**src/rtl/cond_eval_pkg.sv**
```systemverilog
package cond_eval_pkg;

  // width of the compared device-status field
  localparam int STAT_W   = 4;
  // bit position of the mask inside a select word
  localparam int MASK_LSB = 16;
  // number of decision lanes (wait, branch, interrupt)
  localparam int LANES    = 3;
  localparam int MODE_W   = 2;

  typedef enum logic [MODE_W-1:0] {
    ACT_NEVER    = 2'b00,
    ACT_IF_TRUE  = 2'b01,
    ACT_IF_FALSE = 2'b10,
    ACT_ALWAYS   = 2'b11
  } act_mode_e;

  // true when status agrees with value on every bit the mask enables
  function automatic logic masked_match(input logic [STAT_W-1:0] stat,
                                        input logic [STAT_W-1:0] mask,
                                        input logic [STAT_W-1:0] value);
    return ((stat & mask) == (value & mask));
  endfunction

  // combine the action mode with the evaluated condition
  function automatic logic qualify(input act_mode_e mode, input logic cond);
    logic res;
    case (mode)
      ACT_NEVER:    res = 1'b0;
      ACT_IF_TRUE:  res = cond;
      ACT_IF_FALSE: res = ~cond;
      default:      res = 1'b1;
    endcase
    return res;
  endfunction

endpackage

```
**src/rtl/cond_eval_lane.sv**
```systemverilog
module cond_eval_lane
  import cond_eval_pkg::*;
#(
  parameter int SEL_W = 32
) (
  input  logic                  clk,
  input  logic                  rst_n,
  input  logic                  eval_i,
  input  logic [MODE_W-1:0]     mode_i,
  input  logic [SEL_W-1:0]      sel_i,
  input  logic [STAT_W-1:0]     stat_i,
  output logic                  act_o
);

  // named internal events for the checks
  act_mode_e          mode_w;
  logic [STAT_W-1:0]  mask_w;
  logic [STAT_W-1:0]  value_w;
  logic               cond_w;
  logic               decide_w;

  assign mode_w   = act_mode_e'(mode_i);
  assign mask_w   = sel_i[MASK_LSB +: STAT_W];
  assign value_w  = sel_i[0 +: STAT_W];
  assign cond_w   = masked_match(stat_i, mask_w, value_w);
  assign decide_w = qualify(mode_w, cond_w);

  always_ff @(posedge clk or negedge rst_n) begin
    if (!rst_n)      act_o <= 1'b0;
    else if (eval_i) act_o <= decide_w;
  end


  never_zero_chk: assert property (@(posedge clk) disable iff (!rst_n)
    (eval_i && mode_i == 2'b00) |=> !act_o);


  always_one_chk: assert property (@(posedge clk) disable iff (!rst_n)
    (eval_i && mode_i == 2'b11) |=> act_o);


  if_true_chk: assert property (@(posedge clk) disable iff (!rst_n)
    (eval_i && mode_i == 2'b01) |=> (act_o == $past(cond_w)));


  if_false_chk: assert property (@(posedge clk) disable iff (!rst_n)
    (eval_i && mode_i == 2'b10) |=> (act_o != $past(cond_w)));


  zero_mask_chk: assert property (@(posedge clk) disable iff (!rst_n)
    (eval_i && mode_i == 2'b01 && sel_i[MASK_LSB +: STAT_W] == '0) |=> act_o);


  hold_chk: assert property (@(posedge clk) disable iff (!rst_n)
    !eval_i |=> $stable(act_o));

endmodule

```
**src/rtl/cond_eval_top.sv**
```systemverilog
module cond_eval_top
  import cond_eval_pkg::*;
#(
  parameter int SEL_W = 32,
  localparam int CTL_W = LANES * MODE_W
) (
  input  logic               clk,
  input  logic               rst_n,
  input  logic               eval_i,
  input  logic [CTL_W-1:0]   cmd_ctl_i,
  input  logic [SEL_W-1:0]   irq_sel_i,
  input  logic [SEL_W-1:0]   br_sel_i,
  input  logic [SEL_W-1:0]   wait_sel_i,
  input  logic [STAT_W-1:0]  dev_stat_i,
  output logic               irq_o,
  output logic               branch_o,
  output logic               wait_o,
  output logic               valid_o
);

  // lane 0 = wait, lane 1 = branch, lane 2 = interrupt;
  // lane g reads its mode from command bits [2g+1:2g]
  logic [LANES-1:0][SEL_W-1:0] sel_w;
  logic [LANES-1:0]            act_w;

  assign sel_w[0] = wait_sel_i;
  assign sel_w[1] = br_sel_i;
  assign sel_w[2] = irq_sel_i;

  for (genvar g = 0; g < LANES; g++) begin : g_lane
    cond_eval_lane #(.SEL_W(SEL_W)) lane_i (
      .clk    (clk),
      .rst_n  (rst_n),
      .eval_i (eval_i),
      .mode_i (cmd_ctl_i[g*MODE_W +: MODE_W]),
      .sel_i  (sel_w[g]),
      .stat_i (dev_stat_i),
      .act_o  (act_w[g])
    );
  end

  assign wait_o   = act_w[0];
  assign branch_o = act_w[1];
  assign irq_o    = act_w[2];

  always_ff @(posedge clk or negedge rst_n) begin
    if (!rst_n) valid_o <= 1'b0;
    else        valid_o <= eval_i;
  end


  valid_after_eval_chk: assert property (@(posedge clk) disable iff (!rst_n)
    eval_i |=> valid_o);


  valid_idle_chk: assert property (@(posedge clk) disable iff (!rst_n)
    !eval_i |=> !valid_o);


  irq_field_chk: assert property (@(posedge clk) disable iff (!rst_n)
    (eval_i && cmd_ctl_i[5:4] == 2'b11) |=> irq_o);


  wait_field_chk: assert property (@(posedge clk) disable iff (!rst_n)
    (eval_i && cmd_ctl_i[1:0] == 2'b00) |=> !wait_o);

endmodule

```
**config.mk**
```make
export PLATFORM = sky130hd
export DESIGN_NAME = cond_eval_top
export DESIGN_NICKNAME = d
export VERILOG_FILES = /design/src/rtl/cond_eval_pkg.sv /design/src/rtl/cond_eval_lane.sv /design/src/rtl/cond_eval_top.sv
export SDC_FILE = /design/constraint.sdc
export NUM_CORES = 1
export LEC_CHECK = 0
export BUFFER_PORTS_ARGS = -buffer_cell sky130_fd_sc_hd__buf_2
export CORE_MARGIN = 1.5
export CORE_UTILIZATION = 20
export DETAILED_ROUTE_END_ITERATION = 8
export HOLD_SLACK_MARGIN = 0.08
export PLACE_DENSITY = 0.91
export SKIP_CTS_REPAIR_TIMING = 1
export SLEW_MARGIN = 20
export SYNTH_ARGS = -nofsm -noshare
export SYNTH_HDL_FRONTEND = slang
export SYNTH_SLANG_ARGS = --single-unit
```
**constraint.sdc**
```tcl
create_clock -name clk -period 2.86 [get_ports clk]
set_input_delay 0.286 -clock clk [delete_from_list [all_inputs] [get_ports clk]]
set_output_delay 0.286 -clock clk [all_outputs]
set_load 0.01 [all_outputs]
```
==> summary.txt <==
Outcome -> finished clean
DP Worst Slack -> 1480 ps
Worst hold path type -> in -> reg
Worst VDD drop -> 0.110 mV
GR Overflow Total -> 0
Power per cell area -> 346 nW/um^2
Initial detailed-routing violation count -> 3
Most frequent cell after synthesis -> xor2_1
Global Route Usage Sum -> 10.6%
Clk Latency, worst-skew pair -> 230 ps
Setup violators final -> 0
Post-synth top area cell -> xor2_1
CORE AREA -> 1750 um^2
Relative slew slack -> 87.8%
RePlAce Congestion -> 0.655
Nature of the critical path endpoint -> register
Crit path required time -> 2960 ps
Cell depth of the worst flop-to-flop path -> 2
Filler Cells Inserted -> 183
Mapped cell area -> 375 um^2
Ys Warns -> 0
Leakage -> 0.334 nW
Critical Path Max Stage Delay -> 340 ps
Prevailing post-synth register cell -> dfrtp_1
Syn Area/Cell -> 9.88 um^2
Post-route clock period utilization -> 39.5%
Post-route setup TNS -> 0 ps
# nets final -> 192
Post-synth EDFFs -> 0
Synth area leaders -> xor2_1 (28%), dfrtp_1 (27%), a22oi_2 (20%), or3b_1 (7.0%), nand4_1 (5.0%)
Layout overhead on the synthesized area -> 69.0%
Vias in the first global route -> 448
Layout cell share with drive strength beyond 1 -> 60.5%
CTS tree -> built
# IOs -> 113
Clock root cell -> clkbuf_4
First-pass GRT wire length -> 1580 um
Setup Crit Path Kind -> in -> reg
Worst path slowest cell -> or3b_1
Max Cap Viol -> 0
Die width -> 46.3 um
DRT Pass-1 Iters -> 3
Diodes inserted -> 0
Initial Utilization -> 21.5%
Worst EP arrival -> 1230 ps
Clock Tree Buf Depth -> 2
Multi-input logic area -> 270 um^2
Via count -> 432
Setup Skew -> 0 ps
Synth top cells by count -> xor2_1 (12), a22oi_2 (6), dfrtp_1 (4)
Share of the synthesized area in the top cell type -> 28.0%
Cell count after synthesis -> 38
Num rows -> 15
DRC -> 0
Critical Path Fanout Max -> 3
Largest net degree at the start of global routing -> 11
Critical Path, Cell by Cell -> buf_2 -> xor2_1 -> a22oi_2 -> a21oi_1 -> or3b_1
# clock sinks -> 4
ANT nets after route -> 0
Register area share after synthesis -> 26.7%
Initial antenna violation count -> 0
Yosys cell types -> 9
Fmax -> 0.885 GHz
Setup slack after layout -> 1730 ps
Hold depth -> 1
Drt total wl -> 1060 um
Per-cell routed wire length -> 9.96 um
Mapped Nets -> 147
Min Tclk post-route -> 1130 ps
Number of vias per cell -> 4.08
Hold Vio Cnt, Final -> 0
Slew @ Worst Pin -> 183 ps
Max Slew Vio Count -> 0
TritonCTS buffer count -> 3
Clk slew on worst S/H paths -> 40 ps
H-tree levels -> 1
RSZ-0062 raised after global routing -> false
Critical Path Start Type -> input port
Fraction of registers with async set/reset -> 100%
Seq. cell area -> 100 um^2
#FFs+latches synth -> 4
Height of the chip -> 46.3 um
HPWL Detailed -> 954 um
Die area -> 2150 um^2
IO Port Bufs -> 40
==> through the flow <==
step	hold WS (ps)	utilization, %	cell area, um^2	total power [mW]	instances
2_1_floorplan	-9.59	-	375	0.109	38
4_1_cts	-155	35.8	624	0.225	105
3_3_place_gp	89.3	34.5	602	0.150	102
3_5_place_dp	94.0	34.5	602	0.153	102
5_1_grt	277	36.3	634	0.237	106
6_report	276	36.3	634	0.220	106
==> critical path, delay by kind of cell <==
| kind | cells | cell delay, ps |
|---|---|---|
| buf+inv | 1 | 120 |
| xor+xnor | 1 | 170 |
| simple gates | 1 | 340 |
| compound gates | 2 | 310 |
==> layout by cell type (no fill, tap or decap), drive strengths merged <==
cell type	count
a21oi	3
a22oi	6
buf	40
clkbuf	3
dfrtp	4
dlygate4sd3	1
nand2	3
nand4	3
nor2b	3
or3b	3
xor2	12
==> cell families after synthesis <==
family	count (synthesis)	synth area share, %
xor+xnor	12	28.0
compound gates	9	24.0
simple gates	12	20.0
buf+inv	1	1.33
flops	4	26.7
==> path summary, 6_finish.rpt <==
check,start,slack [ps],to
worst max register to register,g_lane[1].lane_i.act_o$_DFFE_PN0P_,1880,g_lane[1].lane_i.act_o$_DFFE_PN0P_
worst min register to register,g_lane[0].lane_i.act_o$_DFFE_PN0P_,580,g_lane[0].lane_i.act_o$_DFFE_PN0P_
worst max-delay path,dev_stat_i[2],1730,g_lane[2].lane_i.act_o$_DFFE_PN0P_
worst min-delay path,eval_i,280,valid_o$_DFF_PN0_
min in group asynchronous,rst_n,410,g_lane[2].lane_i.act_o$_DFFE_PN0P_
max in group asynchronous,rst_n,2340,g_lane[0].lane_i.act_o$_DFFE_PN0P_
==> cell type report <==
type | count | share of cell area [%]
timing repair buffer | 41 | 33.1
tap | 25 | 4.93
clock buffer | 3 | 3.55
sequential | 4 | 15.8
multi-input combinational | 33 | 42.6
==> power breakdown <==
part / switching, mW / internal (mW)
Combinational: 0.0389 / 0.0463
Sequential: 0.00293 / 0.0643
Clock: 0.0204 / 0.0468
Total: 0.0622 / 0.157
==> registers in the layout (all words and copies together), names as in the netlist <==
name	cells
g_lane.lane_i.act_o	3
valid_o	1
==> routing by layer <==
metal,up-vias,track usage [%],part of all wire [%]
met3,0,1.18,9.5
li1,224,-,-
met2,20,17.5,56
met4,0,10.9,0
met1,188,11.3,34
met5,-,0,0
Power figures use the tool's default switching activity.
